$ cat src/rtl/nvm_pkg.sv
package nvm_pkg;
  localparam int BUS_W = 8;

  // register offsets
  localparam logic [1:0] OFS_CTRL = 2'd0;
  localparam logic [1:0] OFS_KEY  = 2'd1;
  localparam logic [1:0] OFS_ADDR = 2'd2;
  localparam logic [1:0] OFS_DATA = 2'd3;

  // control bit positions
  localparam int B_RDGO  = 0;
  localparam int B_WRGO  = 1;
  localparam int B_WREN  = 2;
  localparam int B_ERR   = 3;
  localparam int B_ERASE = 4;
  localparam int B_DONE  = 5;
  localparam int B_CFG   = 6;
  localparam int B_PROG  = 7;

  localparam logic [BUS_W-1:0] KEY_FIRST  = 8'h55;
  localparam logic [BUS_W-1:0] KEY_SECOND = 8'hAA;

  typedef enum logic [1:0] {
    TGT_EEPROM = 2'b00,
    TGT_FLASH  = 2'b01,
    TGT_CONFIG = 2'b10
  } target_e;

  typedef enum logic [1:0] {
    UL_IDLE  = 2'd0,
    UL_HALF  = 2'd1,
    UL_ARMED = 2'd2
  } unlock_e;
endpackage

$ cat src/rtl/nvm_unlock.sv
module nvm_unlock
  import nvm_pkg::*;
(
  input  logic             clk,
  input  logic             clr,
  input  logic             wr,
  input  logic             key_hit,
  input  logic [BUS_W-1:0] wdata,
  output logic             armed
);
  unlock_e state_q;

  always_ff @(posedge clk) begin
    if (clr) begin
      state_q <= UL_IDLE;
    end else if (wr) begin
      if (key_hit && wdata == KEY_FIRST)
        state_q <= UL_HALF;
      else if (state_q == UL_HALF && key_hit && wdata == KEY_SECOND)
        state_q <= UL_ARMED;
      else
        state_q <= UL_IDLE;
    end
  end

  assign armed = (state_q == UL_ARMED);


  arm_order_chk: assert property (@(posedge clk) disable iff (clr)
    $rose(armed) |-> $past(state_q == UL_HALF && wr && key_hit));
endmodule

$ cat src/rtl/nvm_timer.sv
module nvm_timer #(
  parameter int CYCLES = 16
) (
  input  logic clk,
  input  logic clr,
  input  logic start,
  output logic busy,
  output logic fin
);
  localparam int CW = (CYCLES > 1) ? $clog2(CYCLES) : 1;
  localparam logic [CW-1:0] LAST = CW'(CYCLES - 1);

  logic [CW-1:0] cnt_q;

  always_ff @(posedge clk) begin
    if (clr) begin
      busy  <= 1'b0;
      cnt_q <= '0;
    end else if (start && !busy) begin
      busy  <= 1'b1;
      cnt_q <= '0;
    end else if (busy) begin
      if (cnt_q == LAST) busy <= 1'b0;
      else               cnt_q <= cnt_q + 1'b1;
    end
  end

  assign fin = busy && (cnt_q == LAST);


  prog_end_chk: assert property (@(posedge clk) disable iff (clr)
    (busy && cnt_q == LAST) |=> !busy);

  prog_start_chk: assert property (@(posedge clk) disable iff (clr)
    (start && !busy) |=> (busy && cnt_q == '0));
endmodule

$ cat src/rtl/nvm_ctrl.sv
module nvm_ctrl
  import nvm_pkg::*;
#(
  parameter int ADDR_W      = 8,
  parameter int DATA_W      = 8,
  parameter int PROG_CYCLES = 16
) (
  input  logic              clk,
  input  logic              por_n,
  input  logic              rst_n,
  input  logic              bus_wr,
  input  logic [1:0]        bus_addr,
  input  logic [BUS_W-1:0]  bus_wdata,
  output logic [BUS_W-1:0]  bus_rdata,
  output logic [1:0]        mem_target,
  output logic              mem_rd_en,
  output logic              mem_prog,
  output logic              mem_erase,
  output logic [ADDR_W-1:0] mem_addr,
  output logic [DATA_W-1:0] mem_wdata,
  input  logic [DATA_W-1:0] mem_rdata
);
  logic clr;
  assign clr = !rst_n || !por_n;

  logic rd_go_q, wr_en_q, err_q, erase_q, done_q, cfg_q, prog_q;
  logic [ADDR_W-1:0] addr_q;
  logic [DATA_W-1:0] data_q;
  logic busy, fin, armed;
  logic ctrl_wr, start, rd_acc;
  target_e tgt;

  assign ctrl_wr = bus_wr && (bus_addr == OFS_CTRL);
  assign start   = ctrl_wr && bus_wdata[B_WRGO] && wr_en_q && armed
                   && !busy && !rd_go_q;
  assign rd_acc  = ctrl_wr && bus_wdata[B_RDGO] && !bus_wdata[B_PROG]
                   && !busy && !rd_go_q && !start;

  nvm_unlock u_unlock (
    .clk     (clk),
    .clr     (clr),
    .wr      (bus_wr),
    .key_hit (bus_addr == OFS_KEY),
    .wdata   (bus_wdata),
    .armed   (armed)
  );

  nvm_timer #(.CYCLES(PROG_CYCLES)) u_timer (
    .clk   (clk),
    .clr   (clr),
    .start (start),
    .busy  (busy),
    .fin   (fin)
  );

  always_ff @(posedge clk) begin
    if (clr) begin
      rd_go_q <= 1'b0;
      wr_en_q <= 1'b0;
      erase_q <= 1'b0;
      done_q  <= 1'b0;
      cfg_q   <= 1'b0;
      prog_q  <= 1'b0;
      addr_q  <= '0;
      data_q  <= '0;
    end else begin
      if (ctrl_wr) begin
        wr_en_q <= bus_wdata[B_WREN];
        if (!busy) begin
          erase_q <= bus_wdata[B_ERASE];
          cfg_q   <= bus_wdata[B_CFG];
          prog_q  <= bus_wdata[B_PROG];
        end
        if (!bus_wdata[B_DONE]) done_q <= 1'b0;
      end
      if (bus_wr && bus_addr == OFS_ADDR && !busy) addr_q <= ADDR_W'(bus_wdata);
      if (bus_wr && bus_addr == OFS_DATA && !busy) data_q <= DATA_W'(bus_wdata);
      if (rd_go_q) begin
        rd_go_q <= 1'b0;
        data_q  <= mem_rdata;
      end
      if (rd_acc) rd_go_q <= 1'b1;
      if (fin)    done_q  <= 1'b1;
    end
  end

  // error flag: only power-on reset or software clears it
  always_ff @(posedge clk) begin
    if (!por_n)                              err_q <= 1'b0;
    else if (!rst_n)                         err_q <= err_q | busy;
    else if (ctrl_wr && !bus_wdata[B_ERR])   err_q <= 1'b0;
  end

  always_comb begin
    if (cfg_q)       tgt = TGT_CONFIG;
    else if (prog_q) tgt = TGT_FLASH;
    else             tgt = TGT_EEPROM;
  end

  assign mem_target = tgt;
  assign mem_rd_en  = rd_go_q;
  assign mem_prog   = busy;
  assign mem_erase  = busy && erase_q;
  assign mem_addr   = addr_q;
  assign mem_wdata  = data_q;

  always_comb begin
    case (bus_addr)
      OFS_CTRL: bus_rdata = {prog_q, cfg_q, done_q, erase_q, err_q, wr_en_q, busy, rd_go_q};
      OFS_ADDR: bus_rdata = BUS_W'(addr_q);
      OFS_DATA: bus_rdata = BUS_W'(data_q);
      default:  bus_rdata = '0;
    endcase
  end


  start_gate_chk: assert property (@(posedge clk) disable iff (clr)
    $rose(busy) |-> $past(wr_en_q && armed && ctrl_wr));

  key_reads_zero_chk: assert property (@(posedge clk) disable iff (clr)
    (bus_addr == OFS_KEY) |-> (bus_rdata == '0));

  done_sticky_chk: assert property (@(posedge clk) disable iff (clr)
    $fell(done_q) |-> $past(ctrl_wr && !bus_wdata[B_DONE] && !fin));

  rd_pulse_chk: assert property (@(posedge clk) disable iff (clr)
    mem_rd_en |=> !mem_rd_en);

  err_keep_chk: assert property (@(posedge clk) disable iff (!por_n)
    (!rst_n && err_q) |=> err_q);

  addr_hold_chk: assert property (@(posedge clk) disable iff (clr)
    (busy && $past(busy)) |-> ($stable(addr_q) && $stable(data_q)));

  rd_block_chk: assert property (@(posedge clk) disable iff (clr)
    busy |-> !mem_rd_en);
endmodule

$ cat config.mk
export PLATFORM = sky130hd
export DESIGN_NAME = nvm_ctrl
export DESIGN_NICKNAME = d
export VERILOG_FILES = /design/src/rtl/nvm_pkg.sv /design/src/rtl/nvm_unlock.sv /design/src/rtl/nvm_timer.sv /design/src/rtl/nvm_ctrl.sv
export SDC_FILE = /design/constraint.sdc
export NUM_CORES = 1
export LEC_CHECK = 0
export BUFFER_PORTS_ARGS = -buffer_cell sky130_fd_sc_hd__buf_2
export CORE_MARGIN = 3
export CORE_UTILIZATION = 46
export CTS_CLUSTER_DIAMETER = 40
export CTS_CLUSTER_SIZE = 24
export DETAILED_ROUTE_END_ITERATION = 7
export PLACE_DENSITY = 0.74
export SLEW_MARGIN = 40
export SYNTH_ARGS = -nofsm -noshare
export SYNTH_HDL_FRONTEND = slang
export SYNTH_SLANG_ARGS = --single-unit
$ cat constraint.sdc
create_clock -name clk -period 1.8 [get_ports clk]
set_clock_uncertainty 0.1 [all_clocks]
set_input_delay 0.36 -clock clk [delete_from_list [all_inputs] [get_ports clk]]
set_output_delay 0.36 -clock clk [all_outputs]
set_load 0.02 [all_outputs]
Word-level counts from Yosys, hierarchy flattened
Cells that the tools add are included.
{"block": "op_classes", "eq_ne": 10, "n_lt_le_gt_ge": 0, "add_sub_neg": 1, "reduce_logical": 37, "div_mod_pow": 0, "mul": 0, "n_mux": 16, "bitwise": 3, "shift": 0}
{"operator": "$pmux W8 S3", "count": 1}
{"operator": "$logic_and A1 B1 Y1", "count": 22}
{"operator": "$mux W8", "count": 2}
{"operator": "$mux W1", "count": 10}
{"operator": "$eq A8 B7 Y1 const B", "count": 1}
{"operator": "$eq A8 B8 Y1 const B", "count": 1}
{"operator": "$logic_not A1 Y1", "count": 7}
{"operator": "$eq A2 B2 Y1 const B", "count": 3}
{"operator": "$mux W2", "count": 3}
{"operator": "$reduce_and A2 Y1", "count": 3}
{"operator": "$add A4 B1 Y4 const B", "count": 1}
{"operator": "$eq A2 B1 Y1 const B", "count": 2}
{"operator": "$eq A4 B4 Y1 const B", "count": 1}
{"operator": "$ne A2 B1 Y1 const B", "count": 2}
{"operator": "$reduce_bool A2 Y1", "count": 2}
{"operator": "$logic_not A2 Y1", "count": 1}
{"operator": "$not A1 Y1", "count": 2}
{"operator": "$reduce_or A2 Y1", "count": 1}
{"operator": "$logic_or A1 B1 Y1", "count": 1}
{"operator": "$or A1 B1 Y1", "count": 1}
{"block": "word_totals", "regBits": 30, "latchBits": 0, "rom_bits": 0, "out_inout_bits": 29, "inputBits": 22, "elab_cells": 79, "mem_bits_rw": 0, "memories": 0}

Logic depth before layout (Yosys ltp)
Gate-level depths: netlist of the first run.
{"block": "logic_depth", "depth_word": 10, "mapped_depth": 4, "mapped_depth_nobuf": 4}

By module
A second synthesis of the first run with hierarchy kept.
{"block": "unflattened", "cells_unflattened": 170, "area_unflattened_um2": 1597.8}
{"mod": "nvm_ctrl", "area_each_um2": 1201.2, "cells_each": 127, "instances": 1, "seq_area_each_um2": 460.4}
{"mod": "nvm_timer", "area_each_um2": 260.2, "cells_each": 29, "instances": 1, "seq_area_each_um2": 100.1}
{"mod": "nvm_unlock", "area_each_um2": 136.4, "cells_each": 14, "instances": 1, "seq_area_each_um2": 40.0}

Least setup slack after synthesis of the first run
OpenSTA, ideal clock, no wires.
{"block": "synth_timing", "path_kind": "input to output", "start": "input bus_addr[1]", "end": "output bus_rdata[0]", "setup_slack_ps": 175, "t_arrival_ps": 1165, "stages": 3, "n_path_buf": 1, "required_time_ps": 1340, "cell_sequence": "clkbuf_1 > nor2_1 > a22o_1"}
{"block": "synth_between", "elab_chain_cells": 2, "word_cells_on_any_way": 4, "classes_between": "eq/ne: 2; mux: 1; reduce/logical: 1"}
{"item": "start: declaration", "line": "nvm_ctrl.sv:12", "text": "input logic [1:0] bus_addr,"}
{"item": "$eq A2 B2 Y1 or $logic_not A2 Y1 (tied branches)", "line": "nvm_ctrl.sv:108", "text": "case (bus_addr)"}
{"item": "$pmux W8 S3 (*)", "line": "nvm_ctrl.sv:108"}
{"item": "end: declaration", "line": "nvm_ctrl.sv:14", "text": "output logic [BUS_W-1:0] bus_rdata,"}
Mark *: on every way between the ends. The rest lies on a longest branch, timed or not.

Final worst setup path of the first run
{"block": "layout_timing", "start": "register data_q[4], in the netlist mem_wdata[4]", "end": "output bus_rdata[4]"}
{"block": "layout_between", "elab_chain_cells": 1}
{"item": "start: declaration", "line": "nvm_ctrl.sv:28", "text": "logic [DATA_W-1:0] data_q;"}
{"item": "start signal: assignment", "line": "nvm_ctrl.sv:77", "text": "if (bus_wr && bus_addr == OFS_DATA && !busy) data_q <= DATA_W'(bus_wdata);"}
{"item": "start signal: assignment", "line": "nvm_ctrl.sv:80", "text": "data_q <= mem_rdata;"}
{"item": "$pmux W8 S3", "line": "nvm_ctrl.sv:108"}
No other way between the ends.

==> results.cfg, run 1 <==
[clock_network]
cts_tree = yes
cts_buffers = 5
clk_pin_slew_ps = 90
cts_buffer_depth = 2
htree_num_levels = 2
cts.sinks = 30
clk_latency_ps = 330
cts-root-buf = clkbuf_4

[timing]
hold_viol = 0
setup_viol = 0
post-route-period-util_pct = 97.3
slew_headroom_pct = 65.9
slew_viol_final = 0
setup_ws_ps = 49.2
fmax_ghz = 0.571
rsz0062_at_grt = no
period_needed_ps = 1750
tightest_slew_ps = 511

[floorplan]
ios = 51
core-area_sq_um = 3080
die-area_sq_um = 3950
start_util_pct = 48.3
die_h_microns = 62.8
fp.dieW_microns = 62.8
rows = 20

[placed_design]
numPortBuffers = 50
dp_hpwl_mm = 2.87
gp_congestion = 0.809
pre_cts_ws_ps = -121

[synthesis]
ys_warn_count = 0
synthDistinctLibCells = 36
synth_edf_count = 0
syn_area_sq_um = 1490
synth-seq-area-share_pct = 40.4
async_reset_ff_share_pct = 0
syn_inst = 165
synth_nets = 188
ys_ff_latch = 30
syn_avg_cell_area_sq_um = 9.01
synthFlopType = dfxtp_1

[power]
p_sw_mw = 0.302
power_leakage_nw = 0.827
clockPowerShare_pct = 32.2
seqPwrFrac_pct = 55.7
p_int_mw = 0.910
ir_drop_v = 0.000393
p_total_mw = 1.21
powerDensity_nw_per_um2 = 628
pwr-share-comb_pct = 12.1
swShare_pct = 24.9

[routing]
via_count = 1478
viasPerCell = 5.54
wl_mm = 3.92
drc = 0
wire_per_inst_microns = 14.7
dr.pass1.iters = 4
drt_iter0_markers = 72
ant_nets = 0

[cells_and_area]
most-common-layout-cells = 46 x buf_2, 24 x dfxtp_1, 22 x nor2_1, 19 x nand2_1, 13 x buf_4
drive_gt1_share_pct = 36.8
syn2layout_area_growth_pct = 29.9
seq_area_sq_um = 608
fin_nets = 247
fillers = 273
multi_input_area_sq_um = 855
diodes = 0
final_common_cell = buf_2

[worst_setup_path]
cp_slowest_cell = dfxtp_2
timing_worst_setup_path_type = reg2out
crit_chain = mux2_1, a22o_1, buf_2
crit_family = flip-flops
crit_fanout = 3
cp-start-kind = flop
crit_buf_inv = 1
max_stage_delay_ps = 330
worstPathRequired_ps = 1340
cp.arrival_ps = 1290
cp-end-kind = output port

[hold_path]
hp-class = in2reg

[global_routing]
grt_pass1_vias = 1351
grt_usage_pct = 20.5
grt_max_degree = 25
antenna_found_initial = 0
grt_overflow = 0
grt_pass1_wl_mm = 6.44

[job]
drv_cap = 0

[status]
outcome = complete, no violations
[Yosys cell counts, drive strengths merged (2+ instances only)]
cell | instances | area share, %
nor3 | 2 | 0.67
nor4b | 3 | 2.2
o21ai | 4 | 1.3
inv | 3 | 0.76
nand4b | 3 | 1.8
nor2 | 23 | 5.8
dfxtp | 30 | 40
a311oi | 8 | 4.7
nand2b | 4 | 1.7
buf | 3 | 1.2
nand4 | 2 | 0.84
a22o | 8 | 4.7
and2 | 2 | 0.84
mux2i | 12 | 8.1
nand2 | 19 | 4.8
and4b | 2 | 1.3
and4 | 2 | 1.2
mux2 | 8 | 6.1
nand3 | 3 | 1.0
clkbuf | 6 | 1.5
a21oi | 7 | 2.4
[state kept, by name, summed over array words and instances, names as in the netlist]
signal / cells
cfg_q: 1
done_q: 1
erase_q: 1
err_q: 1
mem_addr: 8
mem_rd_en: 1
mem_wdata: 8
prog_q: 1
u_timer.busy: 1
u_timer.cnt_q: 4
u_unlock.state_q: 2
wr_en_q: 1
[through the flow]
step	util (%)	area [sq um]	hold slack [ps]	setup TNS [ps]	cells
2_1_floorplan	-	1490	349	0	165
3_3_place_gp	59.3	1830	364	-587	259
3_5_place_dp	59.3	1830	373	-850	259
4_1_cts	61.1	1880	191	0	265
5_1_grt	62.7	1930	187	0	267
6_report	62.7	1930	198	0	267
[final timing paths]
path                                                       start                               end  slack, ps  cells past startpoint
worst min-delay path                                       por_n                err_q$_SDFFE_PN0P_        200                      2
worst max register to register           u_timer.busy$_SDFF_PP0_         mem_wdata[7]$_SDFFE_PP0P_        230                      3
worst min register to register  u_unlock.state_q[0]$_SDFFE_PP0P_  u_unlock.state_q[0]$_SDFFE_PP0P_        390                      2
worst max-delay path                   mem_wdata[4]$_SDFFE_PP0P_                      bus_rdata[4]         50                      3
[what timing repair did]
item,CTS,global route
pin swaps,0,2
setup buffers,0,2
hold buffers,0,0
hold endpoints to repair,0,0
setup endpoints to repair,8,4
gates resized for setup,2,14
[layer usage]
metal / GRT usage (%) / vias up / share of wire (%)
met3: 6.47 / 6 / 7.0
met4: 6.61 / 0 / 1.3
met1: 25.7 / 689 / 45
met2: 33.2 / 61 / 47
met5: 0 / - / 0
li1: - / 722 / -
[cells by family (layout without fill, tap and decap cells)]
family                     count (synthesis)  after routing  share of synthesized area, %
DFF                                       30             30                          40.4
adders and majority gates                  1              1                         0.842
AOI/OAI and AO/OA                         30             30                          15.2
muxes                                     20             20                          14.1
buffers and inverters                     12             70                          3.45
and+or+nand+nor                           72             72                          25.9
[area by class of cell]
type	instances	area share, %
Timing Repair Buffer	61	18.1
Inverter	3	0.583
Clock buffer	6	2.66
Multi-Input combinational cell	123	44.3
Sequential cell	30	31.5
Tap cell	44	2.85
[power by group through the flow]
| stage | sequential [mW] | combinational (mW) | clock, mW |
|---|---|---|---|
| floorplan | 0.696 | 0.0647 | 0 |
| global placement | 0.690 | 0.137 | 0 |
| detailed placement | 0.690 | 0.140 | 0 |
| CTS | 0.675 | 0.142 | 0.397 |
| global route | 0.676 | 0.159 | 0.430 |
| finish | 0.675 | 0.147 | 0.390 |
(Power assumes the default switching activity.)
==> run 2: changes to the inputs <==
- PLACE_DENSITY: 0.74 -> 0.73
- SETUP_SLACK_MARGIN: default -> 0.1
- SYNTH_HIERARCHICAL: default -> 1
==> run 2 against run 1 <==
Compared with the run above: sequential power about the same; cell count increased by 9.0%; combinational power up 24%; area after synthesis up 7.5%; sequential cell count unchanged; hold slack got worse by 49 ps; critical endpoint is now bus_rdata[6]; highest routed layer unchanged.
==> results.cfg, run 2 <==
[status]
outcome = complete, no violations

[synthesis]
ys_ff_latch = 30
synth_nets = 193
syn_avg_cell_area_sq_um = 9.40
synth_top_cells_by_count = 30 x dfxtp_1, 16 x nor3_1, 15 x nor2_1, 13 x nor2b_1, 12 x mux2i_1
ys_warn_count = 6
syn_inst = 170
synth_area_leader_cell = dfxtp_1
synth.top_cells.by_area = dfxtp_1 38%, mux2i_1 7.5%, mux2_2 5.6%
async_reset_ff_share_pct = 0
synthDistinctLibCells = 41
syn_area_sq_um = 1600
yosys.area.top_type_share_pct = 37.6
synth-seq-area-share_pct = 37.6
yosysMostFrequentCell = dfxtp_1
synth_edf_count = 0
synthFlopType = dfxtp_1

[placed_design]
dp_hpwl_mm = 3.23
numPlacedInstances = 266
gp_congestion = 0.822
numPortBuffers = 50

[timing]
setup_viol = 0
tns_ps = 0
slew_headroom_pct = 58.7
slew_viol_final = 0
period_needed_ps = 1720
fmax_ghz = 0.580
post-route-period-util_pct = 95.8
tightest_slew_ps = 618
hold_viol = 0
rsz0062_at_grt = yes

[cells_and_area]
syn2layout_area_growth_pct = 39.0
most-common-layout-cells = 41 x buf_2, 31 x buf_4, 18 x dfxtp_2, 16 x nor3_1, 15 x nor2_1
drive_gt1_share_pct = 50.2
fin_nets = 269
fin_cells = 291
final_common_cell = buf_2
diodes = 0
fillers = 281

[clock_network]
hold_buffers = 0
cts.sinks = 30
cts_tree = yes
htree_num_levels = 2
clk_pin_slew_ps = 100
clk_latency_ps = 330
cts_buffer_depth = 2
cts_buffers = 5
cts-root-buf = clkbuf_4

[power]
ir_drop_v = 0.000450
powerDensity_nw_per_um2 = 616
power_leakage_nw = 1.03

[routing]
dr.pass1.iters = 4
wl_mm = 4.53
wire_per_inst_microns = 15.5
via_count = 1589
drt_iter0_markers = 50
viasPerCell = 5.46
ant_nets = 0
drc = 0

[worst_setup_path]
max_stage_delay_ps = 330
crit_fanout = 2
cp_slowest_cell = dfxtp_2
crit_chain = mux2_4, a22o_1, buf_6
cp.arrival_ps = 1260
cp-start-kind = flop
worstPathRequired_ps = 1340
cp-end-kind = output port
timing_worst_setup_path_type = reg2out

[global_routing]
grt_pass1_vias = 1625
antenna_found_initial = 0
grt_max_degree = 18
grt_pass1_wl_mm = 7.59
grt_overflow = 0
grt_usage_pct = 23.6

[job]
drv_cap = 0

[floorplan]
rows = 20
core-area_sq_um = 3180
fp.dieW_microns = 64.9
start_util_pct = 50.3
ios = 51
die-area_sq_um = 4220
die_h_microns = 64.9

[hold_path]
hp-class = in2reg
[run 2: cell types whose count changed after synthesis, moves of 3 or more]
cell	before	now
inv_1	2	5
nor2b_1	1	13
mux2_1	8	0
nor3b_1	0	5
nor2_1	23	15
a311oi_1	8	0
nand2_1	19	2
nor4_1	0	8
clkbuf_1	6	2
mux2_2	0	8
nor3_1	2	16
[run 2: cell type report]
cell class / count / area, sq um / share of cell area, %
Tap cell: 44 / 55.1 / 2.48
Sequential cell: 30 / 623 / 28.1
Clock buffer: 8 / 78.8 / 3.55
Inverter: 5 / 18.8 / 0.845
Multi-Input combinational cell: 124 / 917 / 41.3
Timing Repair Buffer: 80 / 528 / 23.8
[run 2: worst paths after layout]
kind,startpoint,end,slack (ps),cells past startpoint
worst min register to register,u_timer/cnt_q[1]$_SDFFE_PP0P_,u_timer/cnt_q[1]$_SDFFE_PP0P_,400,2
worst max register to register,u_unlock/state_q[1]$_SDFFE_PP0P_,u_timer/cnt_q[2]$_SDFFE_PP0P_,270,6
worst max-delay path,mem_addr[6]$_SDFFE_PP0P_,bus_rdata[6],80,3
worst min-delay path,rst_n,err_q$_SDFFE_PN0P_,150,2
[run 2: kinds of logic (layout without fill, tap and decap cells)]
logic type	count (synthesis)	after routing	synth area share [%]
adders and majority gates	1	1	0.783
and+or+nand+nor	82	82	33.1
muxes	20	20	13.2
DFF	30	30	37.6
buffers and inverters	16	93	5.79
AOI/OAI and AO/OA	21	21	9.55
[run 2: per-stage QoR]
stage                     util [%]  setup WS [ps]  hold WS [ps]  instance area (sq um)  total power, mW
after floorplan                  -            223           346                   1600            0.779
after global placement        60.6           35.4           356                   1930            0.851
after detailed placement      60.6           1.63           386                   1930            0.857
after CTS                     69.0           71.1           139                   2190             1.37
after global routing          69.9           33.6           149                   2220             1.42
final                         69.9           76.3           149                   2220             1.37
[run 2: timing repair]
action | CTS | global route
setup buffers | 15 | 2
pin swaps | 1 | 1
resized for setup | 35 | 3
setup endpoints to repair | 9 | 10
[run 2: critical path: cells and delay by family, from the launching register on]
family / cells / cell delay (ps)
multiplexers: 1 / 260
buffers and inverters: 1 / 130
AO/OA/AOI/OAI: 1 / 210
flip-flops: 1 / 330
[run 2: per-layer routing]
layer / GRT usage (%) / vias up / wire, microns
li1: - / 774 / -
met1: 27.1 / 766 / 1980
met2: 41.8 / 44 / 2270
met3: 6.59 / 5 / 229
met4: 7.65 / 0 / 51
met5: 0 / - / 0
[run 2: power by group]
part | internal [mW] | switching (mW) | total [mW]
registers | 0.673 | 0.00498 | 0.678
clock network | 0.267 | 0.241 | 0.508
logic | 0.0840 | 0.0992 | 0.183
total | 1.02 | 0.346 | 1.37
==> run 3: changes to the inputs <==
- CORE_UTILIZATION: 46 -> 50
- PLACE_DENSITY: 0.73 -> 0.79
- SETUP_SLACK_MARGIN: 0.1 -> default
==> run 3 against run 2 <==
Compared with the run above: combinational power down 10%; hold slack better by 5.6 ps; register-to-register slack worse by 70 ps; count of clock-buffer cells in the layout down 2; largest cell class unchanged; highest routed layer unchanged.
==> results.cfg, run 3 (synthesized netlist as in run 2, its figures left out) <==
[timing]
slew_viol_final = 0
post-route-period-util_pct = 97.0
fmax_ghz = 0.573
setup_ws_ps = 53.9
hold_viol = 0
setup_viol = 0
period_needed_ps = 1750
slew_headroom_pct = 73.7
tightest_slew_ps = 393
rsz0062_at_grt = no

[worst_setup_path]
cp-end-kind = output port
cp-start-kind = input port
crit_fanout = 15
worstPathRequired_ps = 1340
cp.arrival_ps = 1290
timing_worst_setup_path_type = in2out
cp_slowest_cell = mux2_2
max_stage_delay_ps = 360
crit_chain = buf_4, mux2_2, a22o_1, buf_2

[global_routing]
grt_overflow = 0
grt_usage_pct = 23.4
antenna_found_initial = 0
grt_pass1_vias = 1559
grt_pass1_wl_mm = 7.36
grt_max_degree = 16

[clock_network]
htree_num_levels = 2
cts_buffers = 5
clk_pin_slew_ps = 90
cts-root-buf = clkbuf_4
cts.sinks = 30
cts_tree = yes
clk_latency_ps = 330
cts_buffer_depth = 2

[floorplan]
start_util_pct = 55.1
rows = 19
core-area_sq_um = 2900
ios = 51
die_h_microns = 62.5
fp.dieW_microns = 62.5
die-area_sq_um = 3910

[job]
drv_cap = 0

[cells_and_area]
fin_nets = 251
syn2layout_area_growth_pct = 26.0
fin_area_sq_um = 2010
most-common-layout-cells = 49 x buf_2, 30 x dfxtp_1, 16 x nor3_1, 15 x nor2_1, 13 x nor2b_1
drive_gt1_share_pct = 37.7
fin_util_pct = 69.4
diodes = 0
final_common_cell = buf_2

[placed_design]
dp_hpwl_mm = 3.13
dpl_cell_area_sq_um = 1930
pre_cts_ws_ps = -69.7
gp_congestion = 0.853
numPortBuffers = 50

[power]
powerDensity_nw_per_um2 = 692
ir_drop_v = 0.000514
power_leakage_nw = 0.918

[routing]
wire_per_inst_microns = 15.7
wl_mm = 4.25
via_count = 1526
viasPerCell = 5.65
drc = 0
drt_iter0_markers = 76
dr.pass1.iters = 4
ant_nets = 0

[hold_path]
hp-class = in2reg

[status]
outcome = complete, no violations
run 3: what timing repair did:
action | 4_1_cts | 5_1_grt
setup buffers | 0 | 0
resized for setup | 1 | 0
endpoints found under the setup margin | 8 | 0
hold buffers | 0 | 0
run 3: final cells by class:
cell class | instances | area (sq um)
clock buffers | 6 | 51.3
clock inverters | 1 | 30.0
fillers | 249 | 887
inverters | 5 | 18.8
multi-input cells | 124 | 905
flip-flops and latches | 30 | 601
well taps | 42 | 52.6
repair buffers | 62 | 355
run 3: layer usage:
layer	vias up	routed length, microns	track usage, %
met3	5	324	6.47
met4	0	43	8.26
met2	61	2120	40.7
met1	721	1760	27.3
li1	739	-	-
met5	-	0	0
run 3: path summary, 6_finish.rpt:
check	from	endpoint	slack [ps]	depth (start not counted)
worst max-delay path	bus_addr[0]	bus_rdata[2]	50	4
worst max register to register	u_unlock/state_q[1]$_SDFFE_PP0P_	u_timer/cnt_q[2]$_SDFFE_PP0P_	200	6
worst min register to register	u_timer/cnt_q[1]$_SDFFE_PP0P_	u_timer/cnt_q[1]$_SDFFE_PP0P_	380	2
worst min-delay path	rst_n	err_q$_SDFFE_PN0P_	150	2
run 3: through the flow:
stage | power (mW) | TNS [ps] | cells | hold WS (ps)
5_1_grt | 1.45 | 0 | 270 | 138
4_1_cts | 1.41 | 0 | 270 | 134
3_5_place_dp | 0.855 | -495 | 263 | 366
3_3_place_gp | 0.851 | -288 | 263 | 357
2_1_floorplan | 0.779 | 0 | 170 | 346
6_report | 1.39 | 0 | 270 | 154
run 3: power breakdown:
group          internal (mW)  total (mW)  switching, mW
clock network          0.323       0.551          0.228
logic                 0.0720       0.164         0.0924
registers              0.672       0.678        0.00634
total                   1.07        1.39          0.327
run 3: critical path: cells and delay by family:
kind                   cells  cell delay (ps)
buffers and inverters      2              380
muxes                      1              360
AOI/OAI and AO/OA          1              180
